<file path="src/rtl/stream_pf_pkg.sv">
package stream_pf_pkg;

  // Strobes from control to datapath
  typedef struct packed {
    logic loadLast;  // capture the current demand line as the tracked line
    logic loadReq;   // capture the computed target as the pending request
    logic dropReq;   // pending request handed off, nothing new behind it
  } pfStrobes_t;

endpackage

</file>
<file path="src/rtl/stream_pf_dp.sv">
module stream_pf_dp
  import stream_pf_pkg::*;
#(
  parameter int ADDR_W     = 32,
  parameter int LINE_BYTES = 64,
  parameter int AHEAD      = 3
) (
  input  logic              clk,
  input  logic              rst,
  input  logic [ADDR_W-1:0] dmdAddr,
  input  pfStrobes_t        strobes,
  output logic              seqHit,
  output logic              tgtWrap,
  output logic              tgtDup,
  output logic [ADDR_W-1:0] reqAddr
);

  localparam int OFS    = $clog2(LINE_BYTES);
  localparam int LINE_W = ADDR_W - OFS;

  logic [LINE_W-1:0] curLine;
  logic [LINE_W-1:0] lastLine;
  logic              lastValid;
  logic [LINE_W-1:0] reqLine;      // also the most recently requested line
  logic              recentValid;
  logic [LINE_W:0]   nextLine;
  logic [LINE_W:0]   tgtLine;
  logic              unusedLowBits;

  assign curLine       = dmdAddr[ADDR_W-1:OFS];
  assign unusedLowBits = ^dmdAddr[OFS-1:0];

  // one extra bit so that stepping off the top line is visible
  assign nextLine = {1'b0, lastLine} + (LINE_W+1)'(1);
  assign tgtLine  = {1'b0, lastLine} + (LINE_W+1)'(AHEAD);

  assign seqHit  = lastValid && (nextLine == {1'b0, curLine});
  assign tgtWrap = tgtLine[LINE_W];
  assign tgtDup  = recentValid && (tgtLine[LINE_W-1:0] == reqLine);

  always_ff @(posedge clk) begin
    if (rst) begin
      lastValid <= 1'b0;
      lastLine  <= '0;
    end else if (strobes.loadLast) begin
      lastValid <= 1'b1;
      lastLine  <= curLine;
    end
  end

  always_ff @(posedge clk) begin
    if (rst) begin
      recentValid <= 1'b0;
      reqLine     <= '0;
    end else if (strobes.loadReq) begin
      recentValid <= 1'b1;
      reqLine     <= tgtLine[LINE_W-1:0];
    end
  end

  assign reqAddr = {reqLine, {OFS{1'b0}}};

endmodule

</file>
<file path="src/rtl/stream_pf_ctrl.sv">
module stream_pf_ctrl
  import stream_pf_pkg::*;
(
  input  logic       clk,
  input  logic       rst,
  input  logic       dmdValid,
  input  logic       seqHit,
  input  logic       tgtWrap,
  input  logic       tgtDup,
  input  logic       pfReady,
  output pfStrobes_t strobes,
  output logic       reqValid
);

  logic fire;

  assign fire = dmdValid && seqHit && !tgtWrap && !tgtDup;

  always_comb begin
    strobes          = '0;
    strobes.loadLast = dmdValid;
    strobes.loadReq  = fire;
    strobes.dropReq  = reqValid && pfReady && !fire;
  end

  always_ff @(posedge clk) begin
    if (rst)                  reqValid <= 1'b0;
    else if (strobes.loadReq) reqValid <= 1'b1;
    else if (strobes.dropReq) reqValid <= 1'b0;
  end

endmodule

</file>
<file path="src/rtl/stream_line_prefetcher.sv">
module stream_line_prefetcher
  import stream_pf_pkg::*;
#(
  parameter int ADDR_W     = 32,
  parameter int LINE_BYTES = 64,
  parameter int AHEAD      = 3
) (
  input  logic              clk,
  input  logic              rst,
  input  logic              dmdValid,
  input  logic [ADDR_W-1:0] dmdAddr,
  input  logic              pfReady,
  output logic              pfValid,
  output logic [ADDR_W-1:0] pfAddr
);

  pfStrobes_t strobes;
  logic       seqHit;
  logic       tgtWrap;
  logic       tgtDup;

  stream_pf_ctrl u_ctrl (
    .clk      (clk),
    .rst      (rst),
    .dmdValid (dmdValid),
    .seqHit   (seqHit),
    .tgtWrap  (tgtWrap),
    .tgtDup   (tgtDup),
    .pfReady  (pfReady),
    .strobes  (strobes),
    .reqValid (pfValid)
  );

  stream_pf_dp #(
    .ADDR_W     (ADDR_W),
    .LINE_BYTES (LINE_BYTES),
    .AHEAD      (AHEAD)
  ) u_dp (
    .clk     (clk),
    .rst     (rst),
    .dmdAddr (dmdAddr),
    .strobes (strobes),
    .seqHit  (seqHit),
    .tgtWrap (tgtWrap),
    .tgtDup  (tgtDup),
    .reqAddr (pfAddr)
  );

endmodule

</file>
<file path="config.mk">
export PLATFORM = sky130hd
export DESIGN_NAME = stream_line_prefetcher
export DESIGN_NICKNAME = d
export VERILOG_FILES = /design/src/rtl/stream_pf_pkg.sv /design/src/rtl/stream_pf_dp.sv /design/src/rtl/stream_pf_ctrl.sv /design/src/rtl/stream_line_prefetcher.sv
export SDC_FILE = /design/constraint.sdc
export NUM_CORES = 1
export LEC_CHECK = 0
export BUFFER_PORTS_ARGS = -buffer_cell sky130_fd_sc_hd__clkbuf_2
export CORE_MARGIN = 2
export CORE_UTILIZATION = 23
export DETAILED_ROUTE_END_ITERATION = 16
export PLACE_DENSITY_LB_ADDON = 0.12
export REMOVE_ABC_BUFFERS = 1
export SETUP_SLACK_MARGIN = 0.05
export SLEW_MARGIN = 20
export SYNTH_ARGS = -nofsm -noshare
export SYNTH_HDL_FRONTEND = slang
export SYNTH_SLANG_ARGS = --single-unit
</file>
<file path="constraint.sdc">
create_clock -name clk -period 2.9 [get_ports clk]
set_clock_uncertainty 0.2 [all_clocks]
set_input_delay 0.435 -clock clk [delete_from_list [all_inputs] [get_ports clk]]
set_output_delay 0.435 -clock clk [all_outputs]
set_load 0.1 [all_outputs]
</file>
* Word level (Yosys, flattened, before mapping) *
Index checks and enable logic that the tools add are counted.

word-level totals
  input bits = 36
  bits in registers = 55
  output and inout bits = 33
  word-level logic and storage cells = 22

operators by class
  equal/unequal tests = 2
  reductions and logical operators = 11
  mux-type cells = 2
  $add $sub $neg = 2

operator list
  cell                   count
  $add 26x1->27 const B  1
  $add 26x2->27 const B  1
  $eq 27x26->1           1
  $eq 26x26->1           1
  $logic_and 1x1->1      7
  $logic_not 1->1        3
  $mux 1                 2
  $reduce_bool 2->1      1

* Longest topological paths before layout *
  depth in word-level cells = 10
  gate-level depth with buffers = 13
  mapped depth without buffers = 10

* Modules after synthesis *
From an unflattened synthesis, not the netlist that was laid out.

unflattened totals
  cell total of the unflattened synthesis = 483
  area, all modules = 4072.7 um^2

modules (own cells, without submodules)
  module          area each (um^2)  times used  cells an instance  sequential area each (um^2)
  stream_pf_dp    3988.8            1           475                1081.0
  stream_pf_ctrl  83.8              1           8                  20.0

* Worst setup path after synthesis *
No wires, ideal clock.

  path kind = register to register
  start = reg u_dp.lastLine[0]
  end = reg u_dp.reqLine[0]
  path slack = -0.085 ns
  cell stages (with the launch flop) = 13
  arrival time = 2.663 ns
  cell sequence = dfxtp_1 > buf_4 > inv_1 > ha_1 > clkbuf_1 > nor4_2 > nand3_1 > xor2_1 > o2111ai_2 > nor4_2 > a31oi_2 > buf_6 > mux2_4

between the ends
  longest elaborated chain between the ends = 6
  elaborated cells between the ends (all ways) = 11
  classes of those cells = add/sub: 2; eq/ne: 2; reduce/logical: 7

RTL lines
  item                             RTL line              source
  start: declaration               stream_pf_dp.sv:22    logic [LINE_W-1:0] lastLine;
  start signal: assignment         stream_pf_dp.sv:47    lastLine <= curLine;
  $add 26x1->27                    stream_pf_dp.sv:34    assign nextLine = {1'b0, lastLine} + (LINE_W+1)'(1);
  named net u_dp.nextLine[0]       stream_pf_dp.sv:26    logic [LINE_W:0] nextLine;
  $eq 27x26->1                     stream_pf_dp.sv:37    assign seqHit = lastValid && (nextLine == {1'b0, curLine});
  $logic_and 1x1->1                stream_pf_dp.sv:37
  $logic_and 1x1->1 (3 in series)  stream_pf_ctrl.sv:17  assign fire = dmdValid && seqHit && !tgtWrap && !tgtDup;
  end signal: assignment           stream_pf_dp.sv:57    reqLine <= tgtLine[LINE_W-1:0];
  end: declaration                 stream_pf_dp.sv:24    logic [LINE_W-1:0] reqLine;

The timed path passes the listed nets, and every way through them passes these cells.
A chain may end at the register's enable or synchronous reset.

* Worst setup path in the final report *
  start = reg u_dp.lastLine[8]
  end = reg u_dp.reqLine[1]

between the ends
  longest elaborated chain between the ends = 6
  elaborated cells between the ends (all ways) = 11
  classes of those cells = add/sub: 2; eq/ne: 2; reduce/logical: 7

RTL lines
  item                             RTL line
  $add 26x1->27                    stream_pf_dp.sv:34
  $eq 27x26->1                     stream_pf_dp.sv:37
  $logic_and 1x1->1                stream_pf_dp.sv:37
  $logic_and 1x1->1 (2 in series)  stream_pf_ctrl.sv:17
  $logic_and 1x1->1 *              stream_pf_ctrl.sv:17

Mark *: on every way between the ends. The rest lies on a longest branch, timed or not.

==> impl_metrics.toml <==
[status]
outcome = "complete, but fails checks"
violations = "setup timing"

[global_routing]
grt_pass1_vias = 3891
grt_util_all_layers_pct = 14.5
grt_pass1_wl_um = 22100
antenna_found_initial = 0
grt_max_degree = 82
overflow = 0

[setup_path]
r2r_setup_slack_ns = -0.27
reg2reg_from = "u_dp.lastLine[8]"
cp_cell_sequence = "nand4_4, buf_6, buf_4, nor4_4, xnor2_1, o2111ai_1, nor4_4, buf_4, nand4_1, a31oi_4, buf_12, buf_12, mux2_4"
crit_type = "register to register"
crit_required_ns = 2.90
crit_path_start = "u_dp.lastLine[8]"
critPathBufInv = 5
critical_path.startpoint_type = "register"
critPathArrivalTime_ns = 3.17
cp.depth = 13
critical_path.max_fanout = 8
slowest_stage = "dfxtp_4"
crit_family = "simple AND/OR/NAND/NOR gates"
end_kind = "register"
rr_endpoint = "u_dp.reqLine[1]"
slowest_delay_ns = 0.38
worst-r2r-cell-count = 13
endpoint = "u_dp.reqLine[1]"

[clocking]
htreeDepth = 2
path_clk_slew_ns = 0.07
hold_buffers = 0
cts_buffers = 5
clock-sinks = 55
cts-root-buf = "clkbuf_16"
cts_tree = "yes"
cts_buffer_depth = 2
clk_latency_ns = 0.31

[synth]
syn_area_um2 = 4310
synth_area_per_cell_um2 = 8.66
async_reset_ff_share_pct = 0
synth_edf_count = 0
synth_top_area_share_pct = 25.5
synth.distinct_cells = 58
synth_area_leaders = "dfxtp_1, xnor2_1, mux2_4, xor2_1, mux2i_1"
yosysTopAreaCell = "dfxtp_1"
ys_seq_area_share_pct = 25.5
synth_cells = 498
yosys_warnings = 0
synthFlopType = "dfxtp_1"
synth_seq_cells = 55

[route]
num_vias = 3979
ant_nets = 0
first_iter_violations = 136
routedWlPerCell_um = 16.0
drc = 0
drt_wl_total_um = 14200
viasPerCell = 4.48
dr.pass1.iters = 4

[timing]
clock.fmax_mhz = 316
worst_pin_slew_ns = 0.542
post-route-period-util_pct = 109
setup_slack_ns = -0.267
hold_viol = 0
fin_crit_ns = 3.17
rsz0062_at_grt = "yes"
relSlewSlack_pct = 63.3
setup_viol = 27
slew_viol_final = 0
timing.hold.ws_ns = 0.186

[pwr]
ir_worst_vdd_mv = 0.197
p_leak_nw = 2.68
power_density_nw_per_um2 = 312

[floorplan]
core_area_um2 = 18500
start_util_pct = 23.3
die_area_um2 = 19900
die_h_um = 141
rows = 50
ios = 69
die_w_um = 141

[finish]
layout_commonest_cell = "buf_4"
syn_to_final_growth_pct = 47.2
final_cell_mix = "buf_4, nor2_1, clkbuf_2"
drive_gt1_share_pct = 47.3
antenna_cells = 0
fin_cells = 889
num-nets-final = 692

[placed_design]
hpwl_um = 10900
io_buffers = 56
place_inst = 856
place.gp.congestion = 0.837

[hold_path]
hold_class = "primary input to register"

[flow_run]
cap_violations = 0
-- sequential cells by signal, summed over array words and instances (netlist names) --
signal            cells
u_dp.reqLine         26
u_dp.lastLine        26
u_dp.recentValid      1
u_dp.lastValid        1
u_ctrl.reqValid       1
-- cell usage after synthesis (all sizes together) (2+ instances only) --
cell     count
inv          9
o311ai       3
mux2        25
or2          2
nand3       19
o2111ai      5
a31o         2
mux2i       28
o211ai       2
nor2b       25
a31oi        3
nand4       20
dfxtp       55
xor2        34
nor3b        2
nand4b       3
nand2       17
xnor2       47
nand2b       6
nor2        68
o21ai       11
and4         5
ha           2
nor4        11
nor3        16
or3b         2
a21oi       12
buf         33
or3          3
clkbuf      14
-- worst reg2reg max path, delay by kind of cell, from the launching register on --
kind	cells	cell delay, ns
AO/OA/AOI/OAI	2	0.43
multiplexers	1	0.31
flip-flops	1	0.38
buffers and inverters	5	0.72
AND/OR/NAND/NOR	4	0.84
XOR/XNOR	1	0.15
-- layer usage --
| layer | up-vias | global-route usage (%) | wire (um) |
|---|---|---|---|
| li1 | 2020 | - | - |
| met1 | 1901 | 19.7 | 6840 |
| met2 | 49 | 24.0 | 6800 |
| met3 | 9 | 2.38 | 429 |
| met4 | 0 | 3.32 | 154 |
| met5 | - | 0 | 0 |
-- stage by stage --
step / setup TNS, ns / total power, mW / area (um2) / utilization, % / worst slack [ns]
finish: -6.16 / 1.98 / 6340 / 34.3 / -0.267
global route: -8.95 / 2.08 / 6340 / 34.3 / -0.367
CTS: -8.32 / 1.98 / 5960 / 32.2 / -0.372
detailed placement: -17.30 / 1.26 / 5500 / 29.7 / -0.684
global placement: -17.43 / 1.26 / 5500 / 29.7 / -0.684
floorplan: -16.95 / 1.04 / 4050 / - / -0.796
-- final cells by class --
class                           instances  area (um2)
Sequential cell                        55        1140
Timing Repair Buffer                  191        1420
Inverter                                9        33.8
Multi-Input combinational cell        392        3300
Tap cell                              234         293
Fill cell                            1973       12200
Clock buffer                            8         156
-- worst min path at each step --
| stage | startpoint | to | slack [ns] | cells past startpoint |
|---|---|---|---|---|
| 6_report | dmdAddr[17] | u_dp.lastLine[11] | 0.19 | 3 |
| 5_1_grt | dmdAddr[29] | u_dp.lastLine[23] | 0.21 | 3 |
| 4_1_cts | pfReady | u_ctrl.reqValid | 0.19 | 3 |
| 3_5_place_dp | u_dp.recentValid | u_dp.recentValid | 0.25 | 2 |
| 3_3_place_gp | u_dp.recentValid | u_dp.recentValid | 0.25 | 2 |
| 2_1_floorplan | u_dp.recentValid | u_dp.recentValid | 0.22 | 2 |
-- power by group --
group,internal [mW],switching (mW)
clock network,0.370,0.313
registers,0.775,0.0320
logic,0.223,0.265
total,1.37,0.609
-- what timing repair did --
action | CTS | global route
gates cloned | 1 | 0
gates resized for setup | 49 | 62
pin swaps | 15 | 24
setup buffers | 14 | 13
endpoints found under the setup margin | 28 | 28
-- logic make-up (layout without fill, tap and decap cells) --
group           after synthesis  count (layout)  synth area share (%)
simple gates                203             203                  26.7
xor+xnor                     82              82                  17.0
buf+inv                      56             208                  7.20
flops                        55              55                  25.5
mux                          53              53                  15.2
compound gates               46              46                  7.69
fa+ha+maj                     2               2                 0.580
other cells                   1               6                0.0870
No activity file was read; power rests on OpenSTA's default activity.
